[config.mk]
export PLATFORM = sky130hd
export DESIGN_NAME = hub_pwr_ovc_ctrl
export DESIGN_NICKNAME = d
export VERILOG_FILES = /design/src/rtl/hpc_pkg.sv /design/src/rtl/hpc_ovc_filter.sv /design/src/rtl/hpc_port_req.sv /design/src/rtl/hpc_power_fsm.sv /design/src/rtl/hpc_led_fsm.sv /design/src/rtl/hub_pwr_ovc_ctrl.sv
export SDC_FILE = /design/constraint.sdc
export NUM_CORES = 1
export LEC_CHECK = 0
export BUFFER_PORTS_ARGS = -buffer_cell sky130_fd_sc_hd__buf_2
export CORE_MARGIN = 3
export CORE_UTILIZATION = 40
export DETAILED_ROUTE_END_ITERATION = 10
export SLEW_MARGIN = 20
export SYNTH_ARGS = -nofsm -noshare
export SYNTH_HDL_FRONTEND = slang
export SYNTH_SLANG_ARGS = --single-unit
[constraint.sdc]
create_clock -name clk -period 1.69 [get_ports clk]
set_input_delay 0.338 -clock clk [delete_from_list [all_inputs] [get_ports clk]]
set_output_delay 0.338 -clock clk [all_outputs]
set_load 0.01 [all_outputs]
[src/rtl/hpc_pkg.sv]
`timescale 1ns/1ps
package hpc_pkg;

    typedef enum logic [1:0] {
        PWR_IDLE = 2'd0,
        PWR_ON   = 2'd1,
        PWR_TRIP = 2'd2
    } pwr_state_t;

    typedef enum logic [1:0] {
        LED_DARK  = 2'd0,
        LED_SOLID = 2'd1,
        LED_BLINK = 2'd2
    } led_state_t;

endpackage

[src/rtl/hpc_ovc_filter.sv]
`timescale 1ns/1ps
module hpc_ovc_filter #(
    parameter int FILT_CYCLES = 16
) (
    input  logic clk,
    input  logic rst_n,
    input  logic ovc_n_async,
    output logic ovc_active,
    output logic ovc_onset
);
    localparam int CNT_W = $clog2(FILT_CYCLES + 1);
    localparam logic [CNT_W-1:0] CNT_MAX = CNT_W'(FILT_CYCLES);

    logic [1:0]       sync_q;
    logic [CNT_W-1:0] low_cnt_q;
    logic             active_d_q;
    logic             low_seen;

    // two-stage synchronizer, idles high (no fault)
    always_ff @(posedge clk or negedge rst_n) begin
        if (!rst_n) begin
            sync_q <= 2'b11;
        end else begin
            sync_q <= {sync_q[0], ovc_n_async};
        end
    end

    assign low_seen = ~sync_q[1];

    // count consecutive low samples, saturate at the window
    always_ff @(posedge clk or negedge rst_n) begin
        if (!rst_n) begin
            low_cnt_q <= '0;
        end else if (!low_seen) begin
            low_cnt_q <= '0;
        end else if (low_cnt_q != CNT_MAX) begin
            low_cnt_q <= low_cnt_q + 1'b1;
        end
    end

    assign ovc_active = (low_cnt_q == CNT_MAX);

    always_ff @(posedge clk or negedge rst_n) begin
        if (!rst_n) begin
            active_d_q <= 1'b0;
        end else begin
            active_d_q <= ovc_active;
        end
    end

    assign ovc_onset = ovc_active & ~active_d_q;

endmodule

[src/rtl/hpc_port_req.sv]
`timescale 1ns/1ps
module hpc_port_req #(
    parameter int NUM_PORTS = 4,
    parameter int PSEL_W    = 2
) (
    input  logic              clk,
    input  logic              rst_n,
    input  logic              set_req,
    input  logic              clr_req,
    input  logic [PSEL_W-1:0] sel,
    output logic              any_req
);
    logic [NUM_PORTS-1:0] req_q;

    for (genvar g = 0; g < NUM_PORTS; g++) begin : g_port
        logic hit;
        assign hit = (sel == PSEL_W'(g));

        always_ff @(posedge clk or negedge rst_n) begin
            if (!rst_n) begin
                req_q[g] <= 1'b0;
            end else if (set_req && hit) begin
                req_q[g] <= 1'b1;
            end else if (clr_req && hit) begin
                req_q[g] <= 1'b0;
            end
        end
    end

    assign any_req = |req_q;

endmodule

[src/rtl/hpc_power_fsm.sv]
`timescale 1ns/1ps
module hpc_power_fsm
    import hpc_pkg::*;
(
    input  logic clk,
    input  logic rst_n,
    input  logic set_req,
    input  logic ovc_active,
    input  logic any_req,
    output logic pwr_en
);
    pwr_state_t state_q;
    pwr_state_t state_d;

    always_comb begin
        state_d = state_q;
        unique case (state_q)
            PWR_IDLE: begin
                if (set_req && !ovc_active) state_d = PWR_ON;
            end
            PWR_ON: begin
                if (ovc_active)      state_d = PWR_TRIP;
                else if (!any_req)   state_d = PWR_IDLE;
            end
            PWR_TRIP: begin
                if (!any_req)                      state_d = PWR_IDLE;
                else if (set_req && !ovc_active)   state_d = PWR_ON;
            end
            default: state_d = PWR_IDLE;
        endcase
    end

    always_ff @(posedge clk or negedge rst_n) begin
        if (!rst_n) begin
            state_q <= PWR_IDLE;
        end else begin
            state_q <= state_d;
        end
    end

    always_comb begin
        pwr_en = (state_q == PWR_ON);
    end

endmodule

[src/rtl/hpc_led_fsm.sv]
`timescale 1ns/1ps
module hpc_led_fsm
    import hpc_pkg::*;
(
    input  logic clk,
    input  logic rst_n,
    input  logic enumerated,
    input  logic suspend,
    input  logic ovc_onset,
    input  logic any_req,
    input  logic blink_tick,
    output logic stat_led
);
    led_state_t state_q;
    led_state_t state_d;
    logic       phase_q;
    logic       awake;

    assign awake = enumerated & ~suspend;

    always_comb begin
        state_d = state_q;
        unique case (state_q)
            LED_DARK: begin
                if (awake) state_d = LED_SOLID;
            end
            LED_SOLID: begin
                if (!awake)         state_d = LED_DARK;
                else if (ovc_onset) state_d = LED_BLINK;
            end
            LED_BLINK: begin
                if (!awake)         state_d = LED_DARK;
                else if (!any_req)  state_d = LED_SOLID;
            end
            default: state_d = LED_DARK;
        endcase
    end

    always_ff @(posedge clk or negedge rst_n) begin
        if (!rst_n) begin
            state_q <= LED_DARK;
        end else begin
            state_q <= state_d;
        end
    end

    // blink phase: held lit outside blinking, inverts per tick inside
    always_ff @(posedge clk or negedge rst_n) begin
        if (!rst_n) begin
            phase_q <= 1'b1;
        end else if (state_q != LED_BLINK) begin
            phase_q <= 1'b1;
        end else if (blink_tick) begin
            phase_q <= ~phase_q;
        end
    end

    always_comb begin
        unique case (state_q)
            LED_SOLID: stat_led = 1'b1;
            LED_BLINK: stat_led = phase_q;
            default:   stat_led = 1'b0;
        endcase
    end

endmodule

[src/rtl/hub_pwr_ovc_ctrl.sv]
`timescale 1ns/1ps
module hub_pwr_ovc_ctrl #(
    parameter int NUM_PORTS   = 4,
    parameter int FILT_CYCLES = 16,
    parameter int PSEL_W      = (NUM_PORTS > 1) ? $clog2(NUM_PORTS) : 1
) (
    input  logic              clk,
    input  logic              rst_n,
    input  logic              ovc_n,
    input  logic              set_port_pwr,
    input  logic              clr_port_pwr,
    input  logic [PSEL_W-1:0] port_sel,
    input  logic              clr_ovc_change,
    input  logic              enumerated,
    input  logic              suspend,
    input  logic              blink_tick,
    output logic              pwr_en,
    output logic              stat_led,
    output logic              hub_ovc_status,
    output logic              hub_ovc_change
);
    logic ovc_active;
    logic ovc_onset;
    logic any_req;
    logic change_q;

    hpc_ovc_filter #(
        .FILT_CYCLES (FILT_CYCLES)
    ) i_filter (
        .clk         (clk),
        .rst_n       (rst_n),
        .ovc_n_async (ovc_n),
        .ovc_active  (ovc_active),
        .ovc_onset   (ovc_onset)
    );

    hpc_port_req #(
        .NUM_PORTS (NUM_PORTS),
        .PSEL_W    (PSEL_W)
    ) i_req (
        .clk     (clk),
        .rst_n   (rst_n),
        .set_req (set_port_pwr),
        .clr_req (clr_port_pwr),
        .sel     (port_sel),
        .any_req (any_req)
    );

    hpc_power_fsm i_pwr (
        .clk        (clk),
        .rst_n      (rst_n),
        .set_req    (set_port_pwr),
        .ovc_active (ovc_active),
        .any_req    (any_req),
        .pwr_en     (pwr_en)
    );

    hpc_led_fsm i_led (
        .clk        (clk),
        .rst_n      (rst_n),
        .enumerated (enumerated),
        .suspend    (suspend),
        .ovc_onset  (ovc_onset),
        .any_req    (any_req),
        .blink_tick (blink_tick),
        .stat_led   (stat_led)
    );

    // sticky change bit: a new onset wins over a clear in the same cycle
    always_ff @(posedge clk or negedge rst_n) begin
        if (!rst_n) begin
            change_q <= 1'b0;
        end else if (ovc_onset) begin
            change_q <= 1'b1;
        end else if (clr_ovc_change) begin
            change_q <= 1'b0;
        end
    end

    assign hub_ovc_status = ovc_active;
    assign hub_ovc_change = change_q;

endmodule

==> impl_metrics.py <==
metrics = {
    "drt": {
        "via_count": 652,
        "top_layer_used": "met3",
        "first_iter_violations": 10,
        "wl_met2_um": 775,
        "drtAntennaViolNets": 0,
        "finalWirelength_um": 1580,
        "first_pass_iters": 2,
        "wl_met3_um": 53,
        "wl_met1_um": 745,
        "drc_errors": 0,
        "wl_per_cell_um": 11.9,
        "vias_per_cell": 4.94,
    },
    "synthesis": {
        "syn-cell-area_um2": 883,
        "synth_area_leader_cell": "dfrtp_1",
        "syn_avg_cell_area_um2": 10.9,
        "ys_seq_area_share_pct": 51.4,
        "syn_inst": 81,
        "synth_nets": 98,
        "yosys-top-cells-area": "dfrtp_1, dfstp_2, ha_1",
        "synth_seq_cells": 18,
        "ys_warn_count": 0,
        "ys_types": 25,
        "synth_top_area_share_pct": 42.5,
    },
    "timing": {
        "setup_viol": 0,
        "finalCriticalPeriod_ns": 1.64,
        "max_freq_mhz": 610,
        "min_period_over_period_pct": 96.9,
        "hold_violations": 0,
        "skew_ns": 0.00562,
        "finalMaxSlewViolations": 0,
        "relSlewSlack_pct": 73.4,
        "worst_pin_slew_ns": 0.399,
    },
    "clock_network": {
        "cts_tree": "built",
        "clock-sinks": 18,
        "clk_pin_slew_worst_paths_ns": 0.10,
        "clk_latency_ns": 0.29,
        "cts-buffers-inserted": 3,
        "cts_buffer_depth": 2,
        "clockRootBuffer": "clkbuf_4",
        "cts_htree_levels": 1,
    },
    "die": {
        "dieArea_um2": 2810,
        "die_w_um": 53.0,
        "die_y_um": 53.0,
        "coreArea_um2": 2020,
        "num_io_pins": 15,
        "rows": 16,
        "start_util_pct": 43.7,
    },
    "grt": {
        "grt_pass1_wl_um": 2720,
        "grt_pass1_vias": 640,
        "groute.usage.overall_pct": 13.3,
        "grt_max_degree": 19,
        "grt_antenna_before_repair": 0,
        "grt_overflow": 0,
    },
    "critical_path": {
        "crit_arrival_ns": 1.82,
        "cp_cell_sequence": "inv_1, ha_2, nand4bb_4, buf_4, o21ai_1, a31oi_1, a32o_1",
        "end_kind": "flip-flop",
        "start_kind": "flip-flop",
        "slowest_stage": "dfrtp_1",
        "criticalPathCategory": "flip-flop to flip-flop",
        "cp_data_required_time_ns": 1.87,
        "crit_path_max_incr_delay_ns": 0.42,
        "cp_max_fo": 6,
    },
    "placement": {
        "place_area_um2": 987,
        "dp_hpwl_um": 1100,
        "gp_congestion": 0.751,
        "io_buffers": 14,
    },
    "finish": {
        "drive_gt1_share_pct": 39.0,
        "diodes": 0,
        "syn_to_final_growth_pct": 30.5,
        "fillers": 176,
        "nets": 123,
        "stdcell_area_um2": 1150,
    },
    "status": {
        "status": "finished, final reports clean",
    },
    "run": {
        "cap_violations": 0,
    },
    "power_and_ir_drop": {
        "power.density_nw_per_um2": 936,
        "peakVddDrop_mv": 0.539,
        "p_leak_nw": 0.503,
        "power.total_mw": 1.08,
    },
    "worst_hold_path": {
        "min_path_type": "input port to flip-flop",
    },
}
[logic make-up after synthesis]
group,after synthesis,synth area share [%]
AOI/OAI and AO/OA,16,12.5
xor gates and xnor gates,4,3.97
adders and majority gates,6,8.50
buffers and inverters,7,2.97
DFF,18,51.4
and+or+nand+nor,30,20.7
[power by group]
| group | internal [mW] | total (mW) | switching [mW] |
|---|---|---|---|
| logic | 0.157 | 0.294 | 0.137 |
| registers | 0.473 | 0.525 | 0.0517 |
| clock network | 0.131 | 0.259 | 0.128 |
[path summary, 6_finish.rpt]
| check | cells after the start | slack, ns | startpoint | endpoint |
|---|---|---|---|---|
| hold / removal | 1 | 0.13 | ovc_n | i_filter.sync_q[0] |
| setup reg to reg | 7 | 0.05 | i_filter.low_cnt_q[1] | i_led.state_q[1] |
| setup / recovery | 7 | 0.05 | i_filter.low_cnt_q[1] | i_led.state_q[1] |
| min in group asynchronous | 2 | 0.50 | rst_n | i_filter.active_d_q |
| max in group asynchronous | 2 | 0.87 | rst_n | i_led.phase_q |
| hold reg to reg | 0 | 0.36 | i_filter.sync_q[0] | i_filter.sync_q[1] |
[stage by stage]
step,TNS (ns),worst slack (ns),utilization [%],hold WS (ns),instances
final,0,0.0516,57.0,0.134,132
after global routing,-0.0377,-0.0169,57.0,0.115,132
after CTS,0,0.00880,52.1,0.121,129
after detailed placement,0,0.159,48.8,0.291,122
after global placement,0,0.181,48.8,0.291,122
after floorplan,0,0.272,-,0.0424,81
[Yosys cell counts (all sizes together)]
cell type	instances
a21oi	3
nand4bb	1
and3b	1
inv	7
nor4	1
a32o	5
nor2b	3
dfrtp	15
nand2b	1
xnor2	2
nand2	6
o21ai	5
ha	6
or2	1
nor3	2
a31oi	1
nor2	9
xor2	2
o22ai	1
a211oi	1
nand3	4
dfstp	3
or2b	1
[cell usage in the layout, fill, tap and decap left out, types with 4 or more instances in the layout]
cell      n
nand3_1   4
nand2_1   6
buf_2    12
a32o_1    5
buf_4     5
dfrtp_1  13
nor2_1    9
[worst max-delay path: cells and delay by family (launching register included)]
family                     cells  cell delay (ns)
AOI/OAI and AO/OA              3             0.55
and+or+nand+nor                1             0.13
DFF                            1             0.42
adders and majority gates      1             0.18
buffers and inverters          2             0.25
[timing repair]
item | CTS | global route
buffers inserted | 2 | 3
setup endpoints to repair | 2 | 4
hold buffers | 1 | 0
hold endpoints to repair | 15 | 0
resized for setup | 2 | 18
pin swaps | 1 | 1
[sequential cells by signal, indices dropped and copies added (netlist names)]
name / count
i_req.req_q: 4
i_led.state_q: 2
i_filter.low_cnt_q: 5
i_led.phase_q: 1
i_filter.sync_q: 2
i_pwr.state_q: 2
i_filter.active_d_q: 1
hub_ovc_change: 1
[area by class of cell]
class,count,area (um^2),area share (%)
Sequential cell,18,457,39.6
Tap cell,27,33.8,2.93
Inverter,7,33.8,2.93
Clock buffer,4,36.3,3.15
Multi-Input combinational cell,56,462,40.1
Timing Repair Buffer,20,130,11.3
[per-layer routing]
| layer | global-route usage [%] | up-vias |
|---|---|---|
| li1 | - | 330 |
| met1 | 17.1 | 311 |
| met2 | 21.5 | 11 |
| met3 | 2.54 | 0 |
| met4 | 6.38 | 0 |
| met5 | 0 | - |
Note: power is estimated with default switching activity, not from simulation.
